## src/rtl/alloc_guard_pkg.sv

```systemverilog
package alloc_guard_pkg;
   typedef enum logic [1:0] {
      FLT_NONE    = 2'b00,
      FLT_DOUBLE  = 2'b01,
      FLT_NEVER   = 2'b10,
      FLT_REALLOC = 2'b11
   } fault_e;
endpackage

```

## src/rtl/ag_classify.sv

```systemverilog
module ag_classify #(
   parameter int          WORD_W    = 32,
   parameter int          TAG_W     = 12,
   parameter int          IDX_W     = 8,
   parameter logic [11:0] ALLOC_TAG = 12'hFFF,
   parameter logic [11:0] FREE_TAG  = 12'hFFE,
   localparam int         ID_W      = WORD_W - TAG_W
) (
   input  logic              valid,
   input  logic [WORD_W-1:0] word,
   output logic              is_alloc,
   output logic              is_free,
   output logic [IDX_W-1:0]  idx,
   output logic [ID_W-1:0]   id
);
   logic [TAG_W-1:0] tag;

   assign tag      = word[WORD_W-1 -: TAG_W];
   assign id       = word[ID_W-1:0];
   assign idx      = id[IDX_W-1:0];
   assign is_alloc = valid && (tag == ALLOC_TAG[TAG_W-1:0]);
   assign is_free  = valid && (tag == FREE_TAG[TAG_W-1:0]);
endmodule

```

## src/rtl/ag_region_table.sv

```systemverilog
module ag_region_table #(
   parameter int REGIONS = 256,
   parameter int IDX_W   = 8
) (
   input  logic             clk,
   input  logic             rst_n,
   input  logic             clear,
   input  logic [IDX_W-1:0] idx,
   input  logic             set_live,
   input  logic             drop_live,
   output logic             rd_live,
   output logic             rd_seen
);
   logic [REGIONS-1:0] live_q;
   logic [REGIONS-1:0] seen_q;

   for (genvar g = 0; g < REGIONS; g++) begin : g_entry
      logic sel;
      assign sel = (idx == IDX_W'(g));
      always_ff @(posedge clk or negedge rst_n) begin
         if (!rst_n) begin
            live_q[g] <= 1'b0;
            seen_q[g] <= 1'b0;
         end else if (clear) begin
            live_q[g] <= 1'b0;
            seen_q[g] <= 1'b0;
         end else if (sel && set_live) begin
            live_q[g] <= 1'b1;
            seen_q[g] <= 1'b1;
         end else if (sel && drop_live) begin
            live_q[g] <= 1'b0;
         end
      end
   end

   assign rd_live = live_q[idx];
   assign rd_seen = seen_q[idx];
endmodule

```

## src/rtl/ag_report.sv

```systemverilog
module ag_report
   import alloc_guard_pkg::*;
#(
   parameter int ID_W = 20
) (
   input  logic            clk,
   input  logic            rst_n,
   input  fault_e          fault,
   input  logic [ID_W-1:0] id,
   output logic            err_pulse,
   output logic [1:0]      err_code,
   output logic [ID_W-1:0] err_region
);
   always_ff @(posedge clk or negedge rst_n) begin
      if (!rst_n) begin
         err_pulse  <= 1'b0;
         err_code   <= 2'b00;
         err_region <= '0;
      end else begin
         err_pulse  <= (fault != FLT_NONE);
         err_code   <= fault;
         err_region <= (fault != FLT_NONE) ? id : '0;
      end
   end
endmodule

```

## src/rtl/alloc_guard.sv

```systemverilog
module alloc_guard
   import alloc_guard_pkg::*;
#(
   parameter int          WORD_W    = 32,
   parameter int          TAG_W     = 12,
   parameter int          REGIONS   = 256,
   parameter logic [11:0] ALLOC_TAG = 12'hFFF,
   parameter logic [11:0] FREE_TAG  = 12'hFFE,
   localparam int         ID_W      = WORD_W - TAG_W,
   localparam int         IDX_W     = (REGIONS > 1) ? $clog2(REGIONS) : 1
) (
   input  logic              clk,
   input  logic              rst_n,
   input  logic              clear,
   input  logic              in_valid,
   input  logic [WORD_W-1:0] in_word,
   output logic              err_pulse,
   output logic [1:0]        err_code,
   output logic [ID_W-1:0]   err_region
);
   if (TAG_W > 12 || TAG_W < 1) begin : g_bad_tag
      $error("alloc_guard: TAG_W must be 1..12");
   end
   if (ALLOC_TAG == FREE_TAG) begin : g_bad_codes
      $error("alloc_guard: allocation and release tags must differ");
   end
   if (REGIONS < 2 || (REGIONS & (REGIONS - 1)) != 0) begin : g_bad_depth
      $error("alloc_guard: REGIONS must be a power of two of at least 2");
   end
   if (IDX_W > ID_W) begin : g_bad_idx
      $error("alloc_guard: region table wider than the region ID");
   end

   logic             is_alloc, is_free, rd_live, rd_seen;
   logic             set_live, drop_live;
   logic [IDX_W-1:0] idx;
   logic [ID_W-1:0]  id;
   fault_e           fault;

   ag_classify #(
      .WORD_W(WORD_W), .TAG_W(TAG_W), .IDX_W(IDX_W),
      .ALLOC_TAG(ALLOC_TAG), .FREE_TAG(FREE_TAG)
   ) u_classify (
      .valid(in_valid), .word(in_word), .is_alloc(is_alloc),
      .is_free(is_free), .idx(idx), .id(id)
   );

   ag_region_table #(.REGIONS(REGIONS), .IDX_W(IDX_W)) u_table (
      .clk(clk), .rst_n(rst_n), .clear(clear), .idx(idx),
      .set_live(set_live), .drop_live(drop_live),
      .rd_live(rd_live), .rd_seen(rd_seen)
   );

   always_comb begin
      fault     = FLT_NONE;
      set_live  = 1'b0;
      drop_live = 1'b0;
      if (!clear) begin
         if (is_alloc) begin
            set_live = 1'b1;
            if (rd_live) fault = FLT_REALLOC;
         end else if (is_free) begin
            if (rd_live)      drop_live = 1'b1;
            else if (rd_seen) fault = FLT_DOUBLE;
            else              fault = FLT_NEVER;
         end
      end
   end

   ag_report #(.ID_W(ID_W)) u_report (
      .clk(clk), .rst_n(rst_n), .fault(fault), .id(id),
      .err_pulse(err_pulse), .err_code(err_code), .err_region(err_region)
   );
endmodule

```

## config.mk

```make
export PLATFORM = sky130hd
export DESIGN_NAME = alloc_guard
export DESIGN_NICKNAME = d
export VERILOG_FILES = /design/src/rtl/alloc_guard_pkg.sv /design/src/rtl/ag_classify.sv /design/src/rtl/ag_region_table.sv /design/src/rtl/ag_report.sv /design/src/rtl/alloc_guard.sv
export SDC_FILE = /design/constraint.sdc
export NUM_CORES = 1
export LEC_CHECK = 0
export ABC_AREA = 1
export BUFFER_PORTS_ARGS = -buffer_cell sky130_fd_sc_hd__buf_2
export CAP_MARGIN = 20
export CORE_AREA = 4 4 253 255
export DETAILED_ROUTE_END_ITERATION = 6
export DIE_AREA = 0 0 257 259
export HOLD_SLACK_MARGIN = 0.1
export PLACE_DENSITY_LB_ADDON = 0.3
export SYNTH_ARGS = -nofsm -noshare
export SYNTH_HDL_FRONTEND = slang
export SYNTH_SLANG_ARGS = --single-unit
```

## constraint.sdc

```tcl
create_clock -name clk -period 3.1 [get_ports clk]
set_clock_uncertainty 0.05 [all_clocks]
set_input_delay 0.31 -clock clk [delete_from_list [all_inputs] [get_ports clk]]
set_output_delay 0.31 -clock clk [all_outputs]
set_load 0.02 [all_outputs]
```

* Word-level counts from Yosys, hierarchy flattened
Cells that the tools add are included.
** Word-level totals
- Register bits :: 535
- Output and inout bits :: 23
- Word-level logic and storage cells :: 3098
** Operators by class
- Magnitude comparators :: 1
- Eq/ne operators :: 257
- Muxes and demuxes :: 1297
- Reduce and logical (&&, ||, !) cells :: 1028
** Operators by type and width (number)
- $mux 1 :: 1288
- $eq 8x8->1 const B :: 128
- $reduce_bool 3->1 :: 256
- $logic_and 1x1->1 :: 514
- $reduce_bool 2->1 :: 257
- $eq 8x7->1 const B :: 64
- $eq 8x6->1 const B :: 32
- $eq 8x5->1 const B :: 16
- $eq 8x4->1 const B :: 8
- $eq 8x3->1 const B :: 4
- $eq 12x12->1 const B :: 2
- $mux 20 :: 1
- $bmux 1 s8 :: 2
- $eq 8x2->1 const B :: 2
- $mux 2 :: 6
- $lt 8x9->1 const B :: 1
- $eq 8x1->1 const B :: 1
- $logic_not 8->1 :: 1

* Logic depth before layout (Yosys ltp)
Gate-level depths: netlist of the first run.
- Depth after elaboration :: 10
- Depth in mapped cells :: 25
- Gate-level depth less buffers :: 20

* By module
From an unflattened synthesis of the first run, not the netlist that was laid out.
** Second synthesis, totals
- Cell total of the unflattened synthesis :: 3742
- Area, all modules :: 27377.5 sq um
** Modules (own cells, without submodules)
- ag_region_table :: instances 1, cells an instance 3619, area an instance 26294.0 sq um
- ag_report :: instances 1, cells an instance 67, area an instance 760.7 sq um
- ag_classify :: instances 1, cells an instance 43, area an instance 269.0 sq um
- alloc_guard :: instances 1, cells an instance 13, area an instance 53.8 sq um

* Least setup slack after synthesis of the first run
No wires, ideal clock.
- Path type :: in2reg
- Start :: in in_word[0]
- End :: reg u_report.err_region[0]
- Arrival time :: 2.201 ns
- Slack :: 0.726 ns
- Stages on the path :: 22
- Path buffers :: 6
- Cells stage by stage :: buf_6 -> buf_6 -> buf_6 -> buf_6 -> buf_2 -> nand2_1 -> o21ai_0 -> nand2_1 -> nand2_1 -> nand2_1 -> nand2_1 -> o21ai_0 -> nand2_1 -> nor2_1 -> nor2_1 -> nor2_1 -> nand2_1 -> nand3_1 -> nand2_1 -> nand2_1 -> buf_4 -> a21oi_2
** Between the ends
- Word-level cells in the longest chain between the ends :: 9
** Ends and longest elaborated chain
- from (decl) :: line alloc_guard.sv:16 : input logic [WORD_W-1:0] in_word,
- $bmux 1 s8 :: line ag_region_table.sv:37 : assign rd_seen = seen_q[idx];
- $mux 1 (not written as such) :: line ag_region_table.sv:37
- $mux 2 :: line alloc_guard.sv:64 : else if (rd_seen) fault = FLT_DOUBLE;
- $mux 2 :: line alloc_guard.sv:63 : if (rd_live) drop_live = 1'b1;
- $mux 2 :: line alloc_guard.sv:62 : end else if (is_free) begin
- $mux 2 :: line alloc_guard.sv:59 : if (is_alloc) begin
- $mux 2 :: line alloc_guard.sv:58 : if (!clear) begin
- $reduce_bool 2->1 :: line ag_report.sv:22 : err_region <= (fault != FLT_NONE) ? id : '0;
- $mux 20 * :: line ag_report.sv:22
- to (signal assigned) :: line ag_report.sv:22
- to (decl) :: line ag_report.sv:12 : output logic [ID_W-1:0] err_region
Mark *: on every way between the ends. The rest lies on a longest branch, timed or not. The select of a mux whose other input is x is not followed.
A chain may end at the register's enable or synchronous reset.

* Worst setup path after layout of the first run
- Start :: in in_word[2]
- End :: reg u_table.live_q[232]
** Between the ends
- Word-level cells in the longest chain between the ends :: 8
** Ends and longest elaborated chain
- $bmux 1 s8 :: line ag_region_table.sv:36 : assign rd_live = live_q[idx];
- $mux 1 (not written as such) :: line ag_region_table.sv:36
- $mux 1 :: line alloc_guard.sv:63
- $mux 1 :: line alloc_guard.sv:62
- $mux 1 :: line alloc_guard.sv:59
- $mux 1 :: line alloc_guard.sv:58
- $logic_and 1x1->1 :: line ag_region_table.sv:30 : end else if (sel && drop_live) begin
- $reduce_bool 3->1 (no source line)
- to (signal, indexed assignment) :: line ag_region_table.sv:25 : live_q[g] <= 1'b0;
- to (signal, indexed assignment) :: line ag_region_table.sv:28 : live_q[g] <= 1'b1;
- to (signal, indexed assignment) :: line ag_region_table.sv:31 : live_q[g] <= 1'b0;
- to (decl) :: line ag_region_table.sv:14 : logic [REGIONS-1:0] live_q;
Several ways; a longest one is shown, not always the timed one. The select of a mux whose other input is x is not followed.

==> results.py, run 1 <==
metrics = {
    "finish": {
        "n_fill_cell": 5996,
        "diodes": 0,
        "drive_gt1_share_pct": 7.199,
        "area_growth_pct": 13.79,
        "final_nets": 4061,
    },
    "sta": {
        "maxSlewHeadroom_pct": 42.13,
        "timing.setup.tns_ns": 0,
        "fin_crit_sh_pct": 90.57,
        "max_freq_mhz": 356.2,
        "final_hold_viol_count": 0,
        "drv_slew": 0,
        "rsz0062_at_grt": "false",
        "holdWs_ns": 0.1768,
        "min_period_ns": 2.808,
        "worstMarginPinSlew_ns": 0.8680,
        "setup_viol": 0,
    },
    "global_routing": {
        "antenna_found_initial": 0,
        "grt_pass1_wl_um": 139100,
        "gr-total-overflow": 0,
        "grt_pass1_vias": 24780,
        "grtUsageTotal_pct": 25.98,
        "grt_start_max_net_pins": 104,
    },
    "pwr": {
        "power_mw": 15.02,
        "combPwrFrac_pct": 5.8,
        "ir_drop_uv": 345.0,
        "power_switching_mw": 3.632,
        "p_int_mw": 11.39,
        "power_switching_share_pct": 24.18,
        "power_density_nw_per_um2": 478.2,
        "pwr-share-seq_pct": 46.5,
        "p_clk_share_pct": 47.7,
        "p_leak_nw": 16.42,
    },
    "synth": {
        "synth_nets": 4052,
        "synthAdderAreaFrac_pct": 0,
        "ys_seq_elements": 535,
        "synth-compound-area-share_pct": 5.594,
        "ys_top_cells_by_area": "dfrtp_1 (49%), nand2_1 (28%), nor2_1 (5.0%)",
        "ys_types": 24,
        "synth_top_area_cell": "dfrtp_1",
        "ys.flop_type": "dfrtp_1",
        "synth_edf_count": 0,
        "netlist.area_leader.share_pct": 48.50,
        "avgSynthCellArea_um2": 6.873,
        "syn_inst": 4016,
        "synth-xor-area-share_pct": 0,
        "synth_area_um2": 27600,
        "ys_seq_area_share_pct": 48.50,
        "synth-async-reset-ratio_pct": 100.0,
        "ys.warnings.count": 0,
        "synth_top_family_by_area": "simple AND/OR/NAND/NOR gates",
        "synthMuxAreaShare_pct": 0,
        "synth_simple_gate_area_share_pct": 38.80,
    },
    "critical_path": {
        "required_ns": 3.57,
        "worst_ep_arrival_time_ns": 3.28,
        "cp_max_fo": 36,
        "reg2regPathDepth": 20,
        "critical_path.endpoint_type": "register",
        "path_class": "primary input to register",
        "worstSetupStartpointType": "primary input",
    },
    "floorplanning": {
        "initial_core_util_pct": 44.81,
        "io_pins": 59,
        "die_h_um": 259,
        "fp-row-count": 91,
        "die_area_um2": 66560,
        "fp.dieW_um": 257,
        "core-area_um2": 61600,
    },
    "clock_network": {
        "cts_buffers": 57,
        "clockBufferDepth": 3,
        "clock_latency_ns": 0.63,
        "cts_tree": "done",
        "cts_max_level": 2,
        "cts_root_buf": "clkbuf_16",
        "clkTransAtPathRegs_ns": 0.07,
        "clock_sinks": 535,
        "cts_resized": 0,
    },
    "detailed_routing": {
        "post-route-drc-count": 0,
        "wl_met1_um": 37780,
        "top_layer_used": "met4",
        "num_vias": 25810,
        "routed_wl_um": 87250,
        "ant_nets": 0,
        "wl_per_cell_um": 17.78,
        "drtIter0Drc": 2801,
        "routed_via_density": 5.259,
        "wl_met3_um": 7041,
        "first_pass_iters": 5,
        "wl_met2_um": 38970,
    },
    "status": {
        "status": "finished, final reports clean",
    },
    "run": {
        "drv_cap": 0,
    },
    "placement": {
        "routabilityCongestion": 0.9304,
        "dp_hpwl_um": 53710,
        "io_buffers": 58,
    },
    "hold_path": {
        "hp-class": "primary input to register",
        "min_path_cells": 3,
    },
}
## final timing paths
| check | startpoint | to | slack, ns |
|---|---|---|---|
| worst max-delay path | in_word[2] | u_table.live_q[232]$_DFFE_PN0P_ | 0.29 |
| worst min-delay path | in_valid | u_table.seen_q[248]$_DFFE_PN0P_ | 0.18 |
| worst max register to register | u_table.live_q[110]$_DFFE_PN0P_ | u_table.live_q[143]$_DFFE_PN0P_ | 0.57 |
| worst min register to register | u_table.seen_q[217]$_DFFE_PN0P_ | u_table.seen_q[217]$_DFFE_PN0P_ | 0.43 |
| max in group asynchronous | rst_n | u_table.seen_q[61]$_DFFE_PN0P_ | 1.76 |
| min in group asynchronous | rst_n | u_table.seen_q[103]$_DFFE_PN0P_ | 0.19 |
## layer usage
metal,vias to the layer above,GRT usage (%)
met4,0,9.365
met2,1024,41.51
met3,193,3.873
met1,12220,36.27
met5,-,0
li1,12370,-
## power groups by stage
stage,clock network (mW),registers [mW],logic (mW)
final,7.16,6.98,0.871
after global routing,7.56,6.98,0.925
after CTS,7.28,6.98,0.867
after detailed placement,0,7.11,0.845
after global placement,0,7.11,0.844
after floorplan,0,7.11,0.344
## registers in the layout (all words and copies together), names as in the netlist
signal,cells
u_report.err_region,20
u_report.err_pulse,1
u_report.err_code,2
u_table.seen_q,256
u_table.live_q,256
## worst max-delay path, stage by stage
cell and delay, ns:
dlygate4sd3_1 0.52, buf_2 0.21, inv_1 0.13, nor2_4 0.16, buf_12 0.23, nand2_1 0.08, nand2_1 0.06, nor2_1 0.10
nor2_1 0.20, nor2_1 0.07, nand2_1 0.07, nand2_1 0.04, nand2_1 0.12, nor2_4 0.06, inv_2 0.07, nand2_4 0.07
inv_8 0.24, buf_12 0.25, nand2_1 0.08, nand3_1 0.08, nand2_1 0.06
## placed cells by master, fill, tap and decap left out, types with 4 or more instances in the layout
cell,instances
a21oi_1,9
a21oi_2,18
buf_12,48
buf_2,54
buf_4,65
bufinv_16,6
clkbuf_1,15
clkbuf_16,59
clkbuf_8,10
clkinv_2,5
clkinvlp_4,7
dfrtp_1,535
dlygate4sd3_1,20
inv_1,192
nand2_1,2093
nand3_1,268
nand4_1,4
nor2_1,368
nor2_4,6
nor3_1,5
o21ai_0,240
o21ai_1,18
o22ai_1,8
## logic make-up (layout without fill, tap and decap cells)
family	Yosys count	after routing
AOI/OAI and AO/OA	293	293
buffers and inverters	439	493
DFF	535	535
and+or+nand+nor	2749	2749
## synthesized netlist by cell type (13+ instances only)
cell      instances
a21oi_2          18
buf_1            26
buf_2            60
buf_4            13
buf_6            25
clkbuf_1        116
dfrtp_1         535
inv_1           193
nand2_1        2093
nand3_1         268
nor2_1          371
o21ai_0         240
o21ai_1          18
## what timing repair did
item,4_1_cts,5_1_grt
setup endpoints to repair,0,0
hold buffers,20,0
buffers inserted,0,0
endpoints found under the hold margin,273,0
## cell type report
cell class | count | area, um^2 | share of cell area, %
tap | 837 | 1047 | 3.335
sequential | 535 | 13390 | 42.63
timing repair buffer | 190 | 1977 | 6.295
clock inverter | 20 | 275.3 | 0.8765
inverter | 199 | 767.0 | 2.442
multi-input combinational | 3042 | 12280 | 39.11
clock buffer | 84 | 1670 | 5.319
## through the flow
stage          utilization [%]  cells  setup WS, ns  cell area (um^2)
2_1_floorplan                -   4016        0.7260             27600
3_3_place_gp             47.46   4782        0.2047             29230
3_5_place_dp             47.50   4783        0.1900             29260
4_1_cts                  50.99   4907        0.3818             31410
5_1_grt                  50.99   4907        0.1468             31410
6_report                 50.99   4907        0.2924             31410
(Power assumes the default switching activity.)
==> inputs of run 2 (changes only) <==
==> constraint.sdc (replaced) <==
create_clock -name clk -period 2.8 [get_ports clk]
set_clock_uncertainty 0.05 [all_clocks]
set_input_delay 0.28 -clock clk [delete_from_list [all_inputs] [get_ports clk]]
set_output_delay 0.28 -clock clk [all_outputs]
set_load 0.02 [all_outputs]
==> run 2 against run 1 <==
  * Setup slack lost 0.17 ns
  * Sequential share of layout area decreased by 0.74 points
  * Cell area grew 1.8%
  * Largest power group is now sequential cells
  * Critical path depth up 1
  * Highest routed layer unchanged
  * Worst hold slack worse by 0.015 ns
==> results.py, run 2 (synthesis gave the netlist of run 1 again) <==
metrics = {
    "finish": {
        "layout_commonest_cell": "nand2_1",
        "top_regs": "u_table.live_q: 256 flops, u_table.seen_q: 256 flops, u_report.err_region: 20 flops",
        "area_growth_pct": 15.79,
        "n_fill_cell": 5893,
        "final_nets": 4138,
        "diodes": 0,
        "seq_area_um2": 13390,
        "drive_gt1_share_pct": 8.953,
        "multiInputGateArea_um2": 12300,
        "fin_util_pct": 51.88,
        "final_cell_mix": "nand2_1 (2,092), dfrtp_1 (535), nor2_1 (362)",
    },
    "pwr": {
        "p_int_mw": 12.39,
        "combPwrFrac_pct": 6.5,
        "ir_drop_uv": 425.5,
        "power_mw": 16.37,
        "power_switching_share_pct": 24.33,
        "power_switching_mw": 3.984,
        "p_leak_nw": 16.80,
        "pwr-share-seq_pct": 47.2,
        "p_clk_share_pct": 46.3,
        "power_density_nw_per_um2": 512.3,
    },
    "critical_path": {
        "path_class": "primary input to register",
        "worst_ep_arrival_time_ns": 3.12,
        "cp_max_fo": 37,
        "critical_path.endpoint_type": "register",
        "required_ns": 3.25,
        "worstSetupStartpointType": "primary input",
    },
    "floorplanning": {
        "fp.dieW_um": 257,
        "io_pins": 59,
        "fp-row-count": 91,
        "core-area_um2": 61600,
        "die_h_um": 259,
        "die_area_um2": 66560,
        "initial_core_util_pct": 44.81,
    },
    "clock_network": {
        "clkTransAtPathRegs_ns": 0.06,
        "clock_sinks": 535,
        "cts_max_level": 2,
        "cts_tree": "done",
        "clockBufferDepth": 3,
        "cts_root_buf": "clkbuf_16",
        "post_cts_buffers": 0,
        "clock_latency_ns": 0.63,
        "cts_buffers": 59,
    },
    "global_routing": {
        "antenna_found_initial": 0,
        "grt_pass1_wl_um": 141800,
        "grt_pass1_vias": 25430,
        "grtUsageTotal_pct": 26.43,
        "grt_start_max_net_pins": 180,
        "grt_use_met3_pct": 4.097,
        "use_met2_pct": 41.88,
        "use_met1_pct": 37.42,
        "top_usage_layer": "met2",
        "gr-total-overflow": 0,
    },
    "sta": {
        "final_hold_viol_count": 0,
        "drv_slew": 0,
        "min_period_ns": 2.674,
        "max_freq_mhz": 373.9,
        "rsz0062_at_grt": "false",
        "maxSlewHeadroom_pct": 37.27,
        "setup_viol": 0,
        "fin_crit_sh_pct": 95.52,
        "worstMarginPinSlew_ns": 0.9409,
    },
    "status": {
        "status": "finished, final reports clean",
    },
    "hold_path": {
        "hp-class": "primary input to register",
    },
    "detailed_routing": {
        "routed_wl_um": 88740,
        "post-route-drc-count": 0,
        "routed_via_density": 5.268,
        "ant_nets": 0,
        "wl_per_cell_um": 17.82,
        "first_pass_iters": 5,
        "num_vias": 26240,
        "drtIter0Drc": 2806,
    },
    "placement": {
        "dp_hpwl_um": 56390,
        "io_buffers": 58,
        "routabilityCongestion": 0.9063,
    },
    "run": {
        "drv_cap": 0,
    },
}
## run 2: cell count changes in the layout (fill, tap and decap cells not counted), sizes merged
| cell | delta |
|---|---|
| buf | +75 |
| clkbuf | +9 |
| clkinvlp | -7 |
| bufinv | -4 |
| clkinv | +3 |
| dlygate4sd3 | -1 |
| inv | -1 |
## run 2: through the flow
stage	TNS (ns)	std cells	hold WS [ns]	cell area [um^2]	setup WS (ns)
global route	0	4981	0.1398	31960	0.01399
global placement	-9.482	4858	0.2273	29850	-0.08516
floorplan	0	4016	-0.06559	27600	0.4560
CTS	0	4980	0.1054	31890	0.03995
detailed placement	-20.69	4858	0.2321	29850	-0.1313
finish	0	4981	0.1613	31960	0.1255
## run 2: worst paths after layout
| check | slack (ns) | end | start | depth (start not counted) |
|---|---|---|---|---|
| max in group asynchronous | 1.54 | u_table.seen_q[120]$_DFFE_PN0P_ | rst_n | 3 |
| min in group asynchronous | 0.17 | u_table.live_q[36]$_DFFE_PN0P_ | rst_n | 2 |
| hold / removal | 0.16 | u_table.seen_q[200]$_DFFE_PN0P_ | in_valid | 3 |
| hold reg to reg | 0.43 | u_table.seen_q[185]$_DFFE_PN0P_ | u_table.seen_q[185]$_DFFE_PN0P_ | 2 |
| setup / recovery | 0.13 | u_table.live_q[173]$_DFFE_PN0P_ | in_word[3] | 22 |
| setup reg to reg | 0.28 | u_table.live_q[173]$_DFFE_PN0P_ | u_table.live_q[121]$_DFFE_PN0P_ | 18 |
## run 2: worst max-delay path, stage by stage
cell and delay (ns):
dlygate4sd3_1 0.52, buf_2 0.17, inv_1 0.10, nor2_4 0.10
buf_12 0.23, nand2_1 0.08, nand2_1 0.08, nor2_1 0.05
buf_4 0.15, nor2_2 0.14, nor2_1 0.06, nand2_1 0.06
nand2_1 0.05, nand2_1 0.15, nor2_4 0.07, inv_2 0.08
nand2_4 0.07, clkinv_8 0.16, buf_16 0.21, nand2_1 0.08
nand3_1 0.07, nand2_1 0.07
## run 2: power groups by stage
stage | clock network [mW] | registers, mW | logic (mW)
after floorplan | 0 | 7.88 | 0.381
after global placement | 0 | 7.87 | 1.02
after detailed placement | 0 | 7.87 | 1.01
after CTS | 7.70 | 7.73 | 1.04
after global routing | 8.04 | 7.73 | 1.12
final | 7.58 | 7.73 | 1.06
## run 2: layer usage
layer / wire [um] / up-vias
met5: 0 / -
met4: 3211 / 0
met3: 7061 / 190
met2: 39840 / 1036
met1: 38630 / 12480
li1: - / 12540
## run 2: layout make-up
cell class              count  share of cell area, %
clock buffers              92                  5.414
clock inverters            11                 0.3641
repair buffers            265                  8.147
inverters                 199                  2.423
multi-input cells        3042                  38.48
well taps                 837                  3.277
flip-flops and latches    535                  41.89
## run 2: timing repair
| action | 4_1_cts | 5_1_grt |
|---|---|---|
| resized for setup | 0 | 13 |
| hold buffers | 19 | 0 |
| setup endpoints to repair | 0 | 248 |
| hold endpoints to repair | 363 | 0 |
